===== src/rtl/ubr_pkg.sv =====
package ubr_pkg;
  localparam int unsigned BYTE_W = 8;
  typedef enum logic [1:0] {RX_IDLE, RX_START, RX_DATA, RX_STOP} rx_state_e;
  typedef enum logic [1:0] {TX_IDLE, TX_START, TX_DATA, TX_STOP} tx_state_e;
endpackage


===== src/rtl/ubr_rx.sv =====
module ubr_rx
  import ubr_pkg::*;
#(
  parameter int unsigned CLKS_PER_BIT = 10,
  parameter int unsigned SYNC_STAGES  = 2
) (
  input  logic              clk_i,
  input  logic              rst_ni,
  input  logic              rx_i,
  output logic              byte_valid_o,
  output logic [BYTE_W-1:0] byte_o,
  output logic              frame_err_o
);
  localparam int unsigned CNT_W = $clog2(CLKS_PER_BIT);
  localparam int unsigned HALF  = CLKS_PER_BIT / 2;

  logic [SYNC_STAGES-1:0] sync_q;
  logic                   rx_s, rx_prev_q;
  rx_state_e              state_q;
  logic [CNT_W-1:0]       cnt_q;
  logic [2:0]             bit_q;
  logic [BYTE_W-1:0]      shift_q;

  assign rx_s   = sync_q[SYNC_STAGES-1];
  assign byte_o = shift_q;

  always_ff @(posedge clk_i or negedge rst_ni) begin
    if (!rst_ni) begin
      sync_q    <= '1;
      rx_prev_q <= 1'b1;
    end else begin
      sync_q    <= {sync_q[SYNC_STAGES-2:0], rx_i};
      rx_prev_q <= rx_s;
    end
  end

  always_ff @(posedge clk_i or negedge rst_ni) begin
    if (!rst_ni) begin
      state_q      <= RX_IDLE;
      cnt_q        <= '0;
      bit_q        <= '0;
      shift_q      <= '0;
      byte_valid_o <= 1'b0;
      frame_err_o  <= 1'b0;
    end else begin
      byte_valid_o <= 1'b0;
      frame_err_o  <= 1'b0;
      case (state_q)
        RX_IDLE: begin
          if (rx_prev_q && !rx_s) begin
            state_q <= RX_START;
            cnt_q   <= '0;
          end
        end
        RX_START: begin
          // mid-bit recheck rejects glitches
          if (cnt_q == CNT_W'(HALF - 1)) begin
            cnt_q <= '0;
            bit_q <= '0;
            state_q <= rx_s ? RX_IDLE : RX_DATA;
          end else begin
            cnt_q <= cnt_q + 1'b1;
          end
        end
        RX_DATA: begin
          if (cnt_q == CNT_W'(CLKS_PER_BIT - 1)) begin
            cnt_q   <= '0;
            shift_q <= {rx_s, shift_q[BYTE_W-1:1]};
            bit_q   <= bit_q + 1'b1;
            if (bit_q == 3'd7) state_q <= RX_STOP;
          end else begin
            cnt_q <= cnt_q + 1'b1;
          end
        end
        default: begin
          if (cnt_q == CNT_W'(CLKS_PER_BIT - 1)) begin
            cnt_q   <= '0;
            state_q <= RX_IDLE;
            if (rx_s) byte_valid_o <= 1'b1;
            else      frame_err_o  <= 1'b1;
          end else begin
            cnt_q <= cnt_q + 1'b1;
          end
        end
      endcase
    end
  end

  AST_RX_ONE_SHOT: assert property (@(posedge clk_i) disable iff (!rst_ni)
    byte_valid_o |=> !byte_valid_o);
  AST_RX_GLITCH_IDLE: assert property (@(posedge clk_i) disable iff (!rst_ni)
    (state_q == RX_START && rx_s && cnt_q == CNT_W'(HALF - 1)) |=> state_q == RX_IDLE);
endmodule


===== src/rtl/ubr_tx.sv =====
module ubr_tx
  import ubr_pkg::*;
#(
  parameter int unsigned CLKS_PER_BIT = 10
) (
  input  logic              clk_i,
  input  logic              rst_ni,
  input  logic              start_i,
  input  logic [BYTE_W-1:0] data_i,
  output logic              ready_o,
  output logic              tx_o
);
  localparam int unsigned CNT_W = $clog2(CLKS_PER_BIT);

  tx_state_e         state_q;
  logic [CNT_W-1:0]  cnt_q;
  logic [2:0]        bit_q;
  logic [BYTE_W-1:0] shift_q;
  logic              last_cyc;

  assign last_cyc = (cnt_q == CNT_W'(CLKS_PER_BIT - 1));
  // accept next byte in the last stop cycle so frames abut
  assign ready_o  = (state_q == TX_IDLE) || (state_q == TX_STOP && last_cyc);

  always_ff @(posedge clk_i or negedge rst_ni) begin
    if (!rst_ni) begin
      state_q <= TX_IDLE;
      cnt_q   <= '0;
      bit_q   <= '0;
      shift_q <= '0;
      tx_o    <= 1'b1;
    end else if (start_i && ready_o) begin
      state_q <= TX_START;
      cnt_q   <= '0;
      shift_q <= data_i;
      tx_o    <= 1'b0;
    end else begin
      case (state_q)
        TX_START: begin
          if (last_cyc) begin
            cnt_q   <= '0;
            bit_q   <= '0;
            tx_o    <= shift_q[0];
            state_q <= TX_DATA;
          end else cnt_q <= cnt_q + 1'b1;
        end
        TX_DATA: begin
          if (last_cyc) begin
            cnt_q <= '0;
            if (bit_q == 3'd7) begin
              tx_o    <= 1'b1;
              state_q <= TX_STOP;
            end else begin
              bit_q   <= bit_q + 1'b1;
              shift_q <= shift_q >> 1;
              tx_o    <= shift_q[1];
            end
          end else cnt_q <= cnt_q + 1'b1;
        end
        TX_STOP: begin
          if (last_cyc) begin
            cnt_q   <= '0;
            state_q <= TX_IDLE;
          end else cnt_q <= cnt_q + 1'b1;
        end
        default: ;
      endcase
    end
  end

  AST_TX_START_LOW: assert property (@(posedge clk_i) disable iff (!rst_ni)
    (start_i && ready_o) |=> !tx_o);
  AST_TX_IDLE_HIGH: assert property (@(posedge clk_i) disable iff (!rst_ni)
    (state_q == TX_IDLE) |-> tx_o);
endmodule


===== src/rtl/ubr_pack.sv =====
module ubr_pack
  import ubr_pkg::*;
#(
  parameter int unsigned BYTES = 3,
  parameter int unsigned IN_W  = 16
) (
  input  logic              clk_i,
  input  logic              rst_ni,
  input  logic              byte_valid_i,
  input  logic [BYTE_W-1:0] byte_i,
  input  logic              frame_err_i,
  output logic              in_valid_o,
  output logic [IN_W-1:0]   in_word_o,
  input  logic              in_ready_i
);
  localparam int unsigned GRP_W = BYTES * BYTE_W;
  localparam int unsigned IDX_W = $clog2(BYTES + 1);

  logic [GRP_W-1:0] grp_q, grp_next;
  logic [IDX_W-1:0] idx_q;
  logic             grp_done;

  generate
    if (BYTES > 1) begin : g_shift
      assign grp_next = {grp_q[GRP_W-BYTE_W-1:0], byte_i};
    end else begin : g_single
      assign grp_next = byte_i;
    end
  endgenerate

  assign grp_done = byte_valid_i && !frame_err_i && (idx_q == IDX_W'(BYTES - 1));

  always_ff @(posedge clk_i or negedge rst_ni) begin
    if (!rst_ni) begin
      grp_q      <= '0;
      idx_q      <= '0;
      in_valid_o <= 1'b0;
      in_word_o  <= '0;
    end else begin
      if (frame_err_i) begin
        idx_q <= '0;
      end else if (byte_valid_i) begin
        grp_q <= grp_next;
        idx_q <= grp_done ? '0 : idx_q + 1'b1;
      end
      if (in_valid_o && in_ready_i) in_valid_o <= 1'b0;
      if (grp_done) begin
        in_valid_o <= 1'b1;
        in_word_o  <= grp_next[IN_W-1:0];
      end
    end
  end

  AST_IN_HOLD: assert property (@(posedge clk_i) disable iff (!rst_ni)
    (in_valid_o && !in_ready_i && !grp_done) |=> (in_valid_o && $stable(in_word_o)));
  AST_ERR_RESTART: assert property (@(posedge clk_i) disable iff (!rst_ni)
    frame_err_i |=> (idx_q == '0));
endmodule


===== src/rtl/ubr_unpack.sv =====
module ubr_unpack
  import ubr_pkg::*;
#(
  parameter int unsigned BYTES = 3,
  parameter int unsigned RES_W = 20
) (
  input  logic              clk_i,
  input  logic              rst_ni,
  input  logic              res_valid_i,
  input  logic [RES_W-1:0]  res_i,
  output logic              res_ready_o,
  input  logic              tx_ready_i,
  output logic              tx_start_o,
  output logic [BYTE_W-1:0] tx_byte_o
);
  localparam int unsigned GRP_W = BYTES * BYTE_W;
  localparam int unsigned IDX_W = $clog2(BYTES + 1);

  logic [GRP_W-1:0] sr_q;
  logic [IDX_W-1:0] sent_q;
  logic             active_q;
  logic             all_sent;

  assign all_sent    = (sent_q == IDX_W'(BYTES));
  assign res_ready_o = !active_q;
  assign tx_start_o  = active_q && tx_ready_i && !all_sent;
  assign tx_byte_o   = sr_q[GRP_W-1 -: BYTE_W];

  always_ff @(posedge clk_i or negedge rst_ni) begin
    if (!rst_ni) begin
      sr_q     <= '0;
      sent_q   <= '0;
      active_q <= 1'b0;
    end else if (res_valid_i && res_ready_o) begin
      sr_q     <= GRP_W'(res_i);
      sent_q   <= '0;
      active_q <= 1'b1;
    end else if (active_q) begin
      if (tx_start_o) begin
        sr_q   <= sr_q << BYTE_W;
        sent_q <= sent_q + 1'b1;
      end else if (all_sent && tx_ready_i) begin
        // last stop bit is in its final cycle
        active_q <= 1'b0;
      end
    end
  end

  AST_RES_BUSY: assert property (@(posedge clk_i) disable iff (!rst_ni)
    (res_valid_i && res_ready_o) |=> !res_ready_o);
  AST_RES_BUSY_UNTIL_DONE: assert property (@(posedge clk_i) disable iff (!rst_ni)
    (!res_ready_o && !tx_ready_i) |=> !res_ready_o);
endmodule


===== src/rtl/uart_word_bridge.sv =====
module uart_word_bridge
  import ubr_pkg::*;
#(
  parameter int unsigned CLKS_PER_BIT = 10,
  parameter int unsigned SYNC_STAGES  = 2,
  parameter int unsigned BYTES        = 3,
  parameter int unsigned IN_W         = 16,
  parameter int unsigned RES_W        = 20
) (
  input  logic             clk_i,
  input  logic             rst_ni,
  input  logic             rx_i,
  output logic             tx_o,
  output logic             in_valid_o,
  output logic [IN_W-1:0]  in_word_o,
  input  logic             in_ready_i,
  input  logic             res_valid_i,
  input  logic [RES_W-1:0] res_i,
  output logic             res_ready_o
);
  logic              rx_valid, rx_err;
  logic [BYTE_W-1:0] rx_byte;
  logic              tx_ready, tx_start;
  logic [BYTE_W-1:0] tx_byte;

  ubr_rx #(.CLKS_PER_BIT(CLKS_PER_BIT), .SYNC_STAGES(SYNC_STAGES)) u_rx (
    .clk_i, .rst_ni, .rx_i,
    .byte_valid_o(rx_valid), .byte_o(rx_byte), .frame_err_o(rx_err)
  );

  ubr_pack #(.BYTES(BYTES), .IN_W(IN_W)) u_pack (
    .clk_i, .rst_ni,
    .byte_valid_i(rx_valid), .byte_i(rx_byte), .frame_err_i(rx_err),
    .in_valid_o, .in_word_o, .in_ready_i
  );

  ubr_unpack #(.BYTES(BYTES), .RES_W(RES_W)) u_unpack (
    .clk_i, .rst_ni, .res_valid_i, .res_i, .res_ready_o,
    .tx_ready_i(tx_ready), .tx_start_o(tx_start), .tx_byte_o(tx_byte)
  );

  ubr_tx #(.CLKS_PER_BIT(CLKS_PER_BIT)) u_tx (
    .clk_i, .rst_ni,
    .start_i(tx_start), .data_i(tx_byte), .ready_o(tx_ready), .tx_o
  );

  AST_TX_IDLE_WHEN_FREE: assert property (@(posedge clk_i) disable iff (!rst_ni)
    (res_ready_o && tx_ready) |-> tx_o);
endmodule


===== config.mk =====
export PLATFORM = sky130hd
export DESIGN_NAME = uart_word_bridge
export DESIGN_NICKNAME = d
export VERILOG_FILES = /design/src/rtl/ubr_pkg.sv /design/src/rtl/ubr_rx.sv /design/src/rtl/ubr_tx.sv /design/src/rtl/ubr_pack.sv /design/src/rtl/ubr_unpack.sv /design/src/rtl/uart_word_bridge.sv
export SDC_FILE = /design/constraint.sdc
export NUM_CORES = 1
export LEC_CHECK = 0
export BUFFER_PORTS_ARGS = -buffer_cell sky130_fd_sc_hd__buf_2
export CORE_MARGIN = 2
export CORE_UTILIZATION = 35
export CTS_BUF_LIST = sky130_fd_sc_hd__clkbuf_4 sky130_fd_sc_hd__clkbuf_8
export DETAILED_ROUTE_END_ITERATION = 10
export GPL_TIMING_DRIVEN = 0
export MAX_ROUTING_LAYER = met4
export PLACE_DENSITY = 0.53
export SLEW_MARGIN = 10
export SYNTH_ARGS = -nofsm -noshare
export SYNTH_HDL_FRONTEND = slang
export SYNTH_HIERARCHICAL = 1
export SYNTH_SLANG_ARGS = --single-unit

===== constraint.sdc =====
create_clock -name clk_i -period 3.59 [get_ports clk_i]
set_input_delay 0.359 -clock clk_i [delete_from_list [all_inputs] [get_ports clk_i]]
set_output_delay 0.359 -clock clk_i [all_outputs]
set_load 0.01 [all_outputs]

==> out/results.ini, run 1 <==
[status]
status=completed

[placed_design]
place_area_mm2=0.00502
numPortBuffers=43
dp.final_hpwl_um=5820
gp_congestion=0.739

[sta]
fin_crit_ns=2.74
finalMaxSlewViolations=0
slew_headroom_pct=64.6
finalSetupTns_ns=0
finalHoldViolCount=0
hold_slack_ns=0.0765
fmax_mhz=365
setup_viol=0
grt_setup_unrepaired=false
period_share_pct=76.3
finClkSkew_ns=0.0137
tightest_slew_ns=0.531

[grt]
groute.usage.overall_pct=13.4
antenna_found_initial=0
grt_pass1_wl_um=14800
grt_pass1_vias=3014
grt_overflow=0
grt_max_degree=62

[critical_path]
path_cells=inv_1 -> ha_1 -> clkbuf_1 -> or2_2 -> and3b_1 -> buf_6 -> buf_8 -> o21ai_4 -> o2111a_2 -> mux2_1
cp_slowest_cell=dfrtp_1
max_stage_delay_ns=0.42
end_kind=flip-flop
worstPathArrival_ns=2.99
critPathLaunchType=flip-flop
path_class=flip-flop to flip-flop
cp_max_fo=16
critical_path_required_ns=3.84

[finish]
drive_gt1_share_pct=32.3
fin_util_pct=41.2
fin_area_mm2=0.00522
syn2layout_area_growth_pct=14.5
antenna_cells=0
nNetsFinal=489
fillers=1251

[run]
cap_violations=0

[floorplanning]
core_mm2=0.0127
initial_utilization_pct=36.0
rows=41
die_x_um=118
ioPinCount=44
die_y_um=118
die_area_mm2=0.0140

[clock_network]
postCtsHoldBufs=1
cts_buffer_depth=2
post_cts_buffers=0
cts_made_buffers=9
htreeDepth=3
clock_sinks=94
clkTransAtPathRegs_ns=0.09
cts_root_buf=clkbuf_8
post_cts_resized=0
cts_tree=yes
insertion_delay_ns=0.37

[routing]
via_per_inst=4.81
routed_wl_um=8460
num_vias=3004
firstDrtPassIters=5
ant_nets=0
drc_errors=0
wl_per_cell_um=13.6
dr.first_iter.drc_count=173

[yosys]
seq_area_frac_synth_pct=51.7
avgSynthCellArea_um2=11.6
synth_nets=433
synth_edf_count=0
synthCells=392
synth.cell_area_mm2=0.00456
synth_ff_type=dfrtp_1
ys_ff_latch=94
async_reset_ff_share_pct=100
yosys_warnings=6
synth.distinct_cells=57

[power]
power_leakage_nw=2.52
irDropWorstVdd_mv=0.315
power_mw=3.31
power_density_mw_per_mm2=634

[hold_path]
min_path_type=primary input to flip-flop

==> cells in the final DEF, fill, tap and decap left out, types with 8 or more instances in the layout <==
master / instances
buf_4: 10
nand2_1: 41
inv_1: 12
buf_2: 52
mux2_2: 17
mux2_4: 16
nand3_1: 38
mux2i_1: 11
a21oi_1: 11
a32oi_1: 12
ha_1: 16
o21ai_0: 8
nor2_1: 15
dfrtp_1: 90
clkbuf_8: 10
==> worst max-delay path, delay by kind of cell (launching register included) <==
| kind | cells | cell delay, ns |
|---|---|---|
| DFF | 1 | 0.42 |
| and+or+nand+nor | 2 | 0.62 |
| muxes | 1 | 0.32 |
| AOI/OAI and AO/OA | 2 | 0.44 |
| buffers and inverters | 4 | 0.59 |
| adders and majority gates | 1 | 0.20 |
==> cells in the mapped netlist, drive strengths merged (2+ instances only) <==
cell    count  area share (%)
dfrtp      90              49
nand2      46             4.1
nand3      38             4.2
mux2       36              10
buf        26             4.6
nor2       18             1.8
ha         16             4.4
o21ai      13             2.0
a32oi      12             2.3
inv        12            0.99
mux2i      12             2.7
a21oi      11             1.2
nand3b      6            0.99
nand2b      5            0.69
nor2b       5            0.69
clkbuf      4            0.33
dfstp       4             2.3
o31ai       3            0.49
a21boi      2            0.41
a221o       2            0.44
a221oi      2            0.38
a22o        2            0.38
and3        2            0.27
and3b       2            0.38
and4b       2            0.60
and4bb      2            0.55
nand4b      2            0.38
or2         2            0.27
==> area by class of cell <==
class                      count  area, um2  area share (%)
tap                          172        215            4.12
inverter                      12       45.0           0.862
multi-input combinational    256       1930            37.0
clock inverter                 4       47.5           0.910
sequential                    94       2360            45.1
timing repair buffer          45        255            4.89
clock buffer                  11        145            2.78
buffer                        30        224            4.29
==> layer usage <==
| layer | global-route usage (%) | wire, um | share of wire, % | vias to the layer above |
|---|---|---|---|---|
| met5 | - | 0 | 0 | - |
| met4 | 5.87 | 167 | 2.0 | 0 |
| met3 | 2.61 | 274 | 3.2 | 12 |
| met2 | 20.2 | 3790 | 45 | 55 |
| met1 | 17.6 | 4230 | 50 | 1457 |
| li1 | - | - | - | 1480 |
==> power by group <==
part           switching [mW]  internal [mW]  total [mW]
combinational           0.575          0.510        1.08
sequential              0.198           1.31        1.51
clock                   0.372          0.343       0.715
total                    1.14           2.16        3.31
==> sequential cells by signal, summed over array words and instances (netlist names) <==
signal / flops
u_rx/byte_valid_o: 1
u_tx/tx_o: 1
u_pack/in_valid_o: 1
u_tx/state_q: 2
u_rx/bit_q: 3
u_tx/cnt_q: 4
u_tx/shift_q: 8
u_rx/rx_prev_q: 1
u_rx/sync_q: 2
u_pack/grp_q: 8
u_rx/cnt_q: 4
u_rx/byte_o: 8
u_rx/frame_err_o: 1
u_unpack/active_q: 1
u_pack/in_word_o: 16
u_unpack/sr_q: 24
u_rx/state_q: 2
u_tx/bit_q: 3
u_unpack/sent_q: 2
u_pack/idx_q: 2
==> stage by stage <==
stage | setup slack, ns | instances
after floorplan | 1.15 | 392
after global placement | 0.877 | 607
after detailed placement | 0.868 | 608
after CTS | 0.844 | 624
after global routing | 0.654 | 624
final | 0.852 | 624
==> logic make-up after synthesis <==
group                    count (synthesis)  share of synthesized area [%]
AO/OA/AOI/OAI                           53                           8.75
XOR/XNOR                                 1                          0.192
adder cells (fa/ha/maj)                 16                           4.39
buffers and inverters                   42                           5.90
flip-flops                              94                           51.7
multiplexers                            48                           12.9
AND/OR/NAND/NOR                        138                           16.2
==> final timing paths <==
kind / from / end / slack (ns) / cells after the start
worst max-delay path: u_tx/state_q[0] / u_tx/bit_q[0] / 0.85 / 10
worst min-delay path: rx_i / u_rx/sync_q[0] / 0.08 / 1
min in group asynchronous: rst_ni / u_rx/cnt_q[1] / 0.48 / 2
worst max register to register: u_tx/state_q[0] / u_tx/bit_q[0] / 0.85 / 10
max in group asynchronous: rst_ni / u_tx/tx_o / 2.42 / 3
worst min register to register: u_rx/sync_q[0] / u_rx/sync_q[1] / 0.36 / 0
Note: power is estimated with default switching activity, not from simulation.
==> run 2, diff against run 1 <==
Settings changed: PLACE_DENSITY 0.53 to 0.55.
Clock period 3.59 ns to 2.4 ns, I/O delays scaled along.
==> run 2 against run 1 <==
Net effect:
- clock skew fell by 0.0019 ns
- sequential power is 49% higher
- clock power up 48%
- flip-flop and latch count is the same
- die area is the same
- cell area up 1.4%
- fmax grew 22%
- register-to-register slack got worse by 0.69 ns
- utilization is 0.56 points higher
- critical endpoint unchanged
==> out/results.ini, run 2 (synthesized netlist as in run 1, its figures left out) <==
[routing]
wl_per_cell_um=13.4
num_vias=3030
firstDrtPassIters=4
drc_errors=0
via_per_inst=4.79
highest_layer=met4
met3_length_um=263
ant_nets=0
dr.first_iter.drc_count=149
routed_wl_um=8440
wl_met2_um=3910
wl_met1_um=4090

[clock_network]
htreeDepth=3
cts_made_buffers=9
cts_tree=yes
clkTransAtPathRegs_ns=0.10
insertion_delay_ns=0.36
cts_root_buf=clkbuf_8
cts_buffer_depth=2
clock_sinks=94

[finish]
nNetsFinal=496
largest_reg_flops=24
fin_util_pct=41.8
reg.largest.list=u_unpack/sr_q (24), u_pack/in_word_o (16)
antenna_cells=0
drive_gt1_share_pct=34.1
syn2layout_area_growth_pct=16.1
layout_commonest_cell=dfrtp_1
mostFrequentLayoutCells=90 x dfrtp_1, 52 x buf_2, 41 x nand2_1
largest-register=u_unpack/sr_q

[grt]
grt_pass1_wl_um=15100
grt_pass1_vias=3168
grt_max_degree=50
antenna_found_initial=0
grt_overflow=0
groute.usage.overall_pct=13.7

[sta]
tightest_slew_ns=0.621
finClkSkew_ns=0.0118
fmax_mhz=446
grt_setup_unrepaired=false
slew_headroom_pct=58.6
finalSetupTns_ns=0
finalHoldViolCount=0
hold_slack_ns=0.0696
fin_crit_ns=2.24
period_share_pct=93.4
setup_viol=0
finalMaxSlewViolations=0

[critical_path]
path_cells=ha_2 -> and4b_4 -> or2_4 -> and3b_1 -> buf_6 -> o21ai_4 -> o2111a_2 -> mux2_1
path_class=flip-flop to flip-flop
cp_max_fo=21
end_kind=flip-flop
cp_slowest_cell=dfrtp_1
max_stage_delay_ns=0.42
critPathLaunchType=flip-flop
path_buf_inv=1
critical_path_required_ns=2.65
worstPathArrival_ns=2.49
cp_top_family=simple AND/OR/NAND/NOR gates

[power]
power_leakage_nw=2.55
power_frac_seq_pct=44.6
clkPwrFrac_pct=21.1
power_density_mw_per_mm2=952
p_int_mw=3.30
switchingPower_mw=1.74
switching_share_pct=34.6
irDropWorstVdd_mv=0.372
comb_power_share_pct=34.2
power_mw=5.04

[floorplanning]
initial_utilization_pct=36.0
die_y_um=118
core_mm2=0.0127
die_area_mm2=0.0140
die_x_um=118
rows=41
ioPinCount=44

[hold_path]
min_path_type=primary input to flip-flop

[status]
status=completed

[run]
cap_violations=0

[placed_design]
numPortBuffers=43
dp.final_hpwl_um=5840
gp_congestion=0.744

==> run 2: power by group through the flow <==
| stage | sequential, mW | clock, mW | combinational, mW |
|---|---|---|---|
| finish | 2.25 | 1.06 | 1.72 |
| floorplan | 2.22 | 0 | 1.30 |
| CTS | 2.25 | 1.12 | 1.75 |
| detailed placement | 2.29 | 0 | 1.65 |
| global route | 2.31 | 1.19 | 1.97 |
| global placement | 2.28 | 0 | 1.59 |
==> run 2: repair_timing <==
action	in CTS	in global routing
setup endpoints to repair	12	11
hold endpoints to repair	43	0
buffers inserted	6	2
hold buffers	2	0
gates resized for setup	2	2
pin swaps	1	2
==> run 2: worst reg2reg max path, stage by stage, from the launching register on <==
cell,delay (ns)
dfrtp_1,0.42
ha_2,0.21
and4b_4,0.22
or2_4,0.28
and3b_1,0.18
buf_6,0.18
o21ai_4,0.08
o2111a_2,0.23
mux2_1,0.32
==> run 2: layout make-up <==
cell class	instances	area [um2]
Fill cell	1250	7380
Sequential cell	94	2360
Multi-Input combinational cell	256	1940
Timing Repair Buffer	54	325
Tap cell	172	215
Buffer	28	205
Clock buffer	10	131
Clock inverter	6	71.3
Inverter	12	45.0
==> run 2: final timing paths <==
path | depth (start not counted) | to | from | slack [ns]
worst max-delay path | 8 | u_tx/bit_q[0] | u_tx/state_q[0] | 0.16
min in group asynchronous | 2 | u_rx/cnt_q[1] | rst_ni | 0.43
worst min register to register | 0 | u_rx/sync_q[1] | u_rx/sync_q[0] | 0.36
max in group asynchronous | 3 | u_tx/tx_o | rst_ni | 1.27
worst min-delay path | 3 | u_unpack/sr_q[4] | res_i[4] | 0.07
worst max register to register | 8 | u_tx/bit_q[0] | u_tx/state_q[0] | 0.16
==> run 2: metal layers <==
metal / vias to the layer above / GRT usage, %
met2: 45 / 21.3
met5: - / -
met3: 11 / 2.80
met4: 0 / 5.87
met1: 1457 / 17.3
li1: 1517 / -
==> run 2: stage by stage <==
stage,setup WS (ns),std cells,instance area (um2)
after floorplan,0.00566,392,4560
after global placement,-0.251,607,4990
after detailed placement,-0.257,608,5020
after CTS,0.0106,631,5290
after global routing,0.0496,632,5300
final,0.159,632,5300
==> run 3, diff against run 2 <==
Settings changed: CTS_BUF_LIST sky130_fd_sc_hd__clkbuf_4 sky130_fd_sc_hd__clkbuf_8 to sky130_fd_sc_hd__clkbuf_16.
==> run 3 against run 2 <==
Net effect:
- die area unchanged
- sequential power about the same
- cell area up 1.8%
- critical path type unchanged
- critical endpoint unchanged
==> out/results.ini, run 3 (synthesized netlist as in run 1, its figures left out) <==
[finish]
drive_gt1_share_pct=33.9
antenna_cells=0
nNetsFinal=496
stdcell_count=632
largest-register=u_unpack/sr_q
layout_commonest_cell=dfrtp_1
syn2layout_area_growth_pct=18.2
fin_area_mm2=0.00539
mostFrequentLayoutCells=90 x dfrtp_1, 52 x buf_2, 41 x nand2_1
largest_reg_flops=24
reg.largest.list=u_unpack/sr_q (24), u_pack/in_word_o (16)

[sta]
finalMaxSlewViolations=0
finalSetupTns_ns=0
setup_ws_ns=0.160
slew_headroom_pct=58.9
hold_slack_ns=0.0946
fmax_mhz=446
finClkSkew_ns=0.00849
grt_setup_unrepaired=false
fin_crit_ns=2.24
finalHoldViolCount=0
setup_viol=0
period_share_pct=93.3
tightest_slew_ns=0.617

[grt]
antenna_found_initial=0
grt_max_degree=50
grt_pass1_wl_um=15200
groute.usage.overall_pct=13.8
grt_overflow=0
grt_pass1_vias=3201

[critical_path]
end_kind=flip-flop
critPathLaunchType=flip-flop
cp_max_fo=21
path_class=flip-flop to flip-flop
worstPathArrival_ns=2.46
critical_path_required_ns=2.62

[clock_network]
cts_made_buffers=9
htreeDepth=3
clock_sinks=94
cts_tree=yes
cts_buffer_depth=2
cts_root_buf=clkbuf_16
clkTransAtPathRegs_ns=0.07
insertion_delay_ns=0.34

[floorplanning]
ioPinCount=44
die_x_um=118
core_mm2=0.0127
die_y_um=118
initial_utilization_pct=36.0
die_area_mm2=0.0140
rows=41

[routing]
num_vias=3008
via_per_inst=4.76
wl_per_cell_um=13.4
drc_errors=0
ant_nets=0
routed_wl_um=8490
dr.first_iter.drc_count=151
firstDrtPassIters=4

[placed_design]
place_ws_ns=-0.257
gp_congestion=0.744
dp.final_hpwl_um=5840
place_area_mm2=0.00502
numPortBuffers=43
dp_cells=608

[run]
cap_violations=0

[power]
power_leakage_nw=2.59
irDropWorstVdd_mv=0.385
power_density_mw_per_mm2=1000

[hold_path]
min_path_type=primary input to flip-flop

[status]
status=completed

-- run 3: cell types whose count changed in the layout (fill, tap and decap cells not counted), sizes merged --
| cell | change |
|---|---|
| clkbuf | -1 |
| inv | +1 |
-- run 3: worst paths after layout --
path	start	endpoint	slack, ns	cells past startpoint
setup / recovery	u_tx/state_q[0]	u_tx/bit_q[0]	0.16	8
hold / removal	res_i[4]	u_unpack/sr_q[4]	0.09	3
setup reg to reg	u_tx/state_q[0]	u_tx/bit_q[0]	0.16	8
hold reg to reg	u_rx/sync_q[0]	u_rx/sync_q[1]	0.36	0
max in group asynchronous	rst_ni	u_tx/tx_o	1.25	3
min in group asynchronous	rst_ni	u_rx/cnt_q[1]	0.46	2
-- run 3: area by class of cell --
cell class                      instances  area [um2]
Fill cell                            1237        7280
Sequential cell                        94        2360
Multi-Input combinational cell        256        1940
Timing Repair Buffer                   54         325
Clock buffer                            9         225
Tap cell                              172         215
Buffer                                 28         205
Clock inverter                          7        75.1
Inverter                               12        45.0
-- run 3: per-layer routing --
metal / global-route usage [%] / up-vias / part of all wire [%]
met2: 21.5 / 35 / 47
met3: 3.38 / 9 / 2.7
met5: - / - / 0
li1: - / 1510 / -
met1: 17.4 / 1454 / 48
met4: 5.42 / 0 / 1.9
-- run 3: where the power goes --
group / total (mW) / switching, mW / internal, mW / leakage (nW)
Sequential: 2.26 / 0.293 / 1.97 / 1.24
Clock: 1.42 / 0.608 / 0.811 / 0.143
Combinational: 1.72 / 0.888 / 0.834 / 1.21
Total: 5.40 / 1.79 / 3.61 / 2.59
-- run 3: what timing repair did --
item,CTS,global route
hold endpoints to repair,43,0
pin swaps,1,2
endpoints found under the setup margin,11,11
gates resized for setup,3,1
hold buffers,2,0
buffers inserted,4,4
-- run 3: stage by stage --
step | utilization (%) | total power, mW
2_1_floorplan | - | 3.51
3_3_place_gp | 39.4 | 3.87
3_5_place_dp | 39.6 | 3.94
4_1_cts | 42.4 | 5.46
5_1_grt | 42.6 | 5.84
6_report | 42.6 | 5.40
-- run 3: worst max-delay path: stages (launching register included) --
cell and delay, ns:
dfrtp_1 0.41, ha_2 0.21, and4b_4 0.22, or2_4 0.28
and3b_1 0.18, buf_6 0.18, o21ai_4 0.08, o2111a_2 0.23
mux2_1 0.32
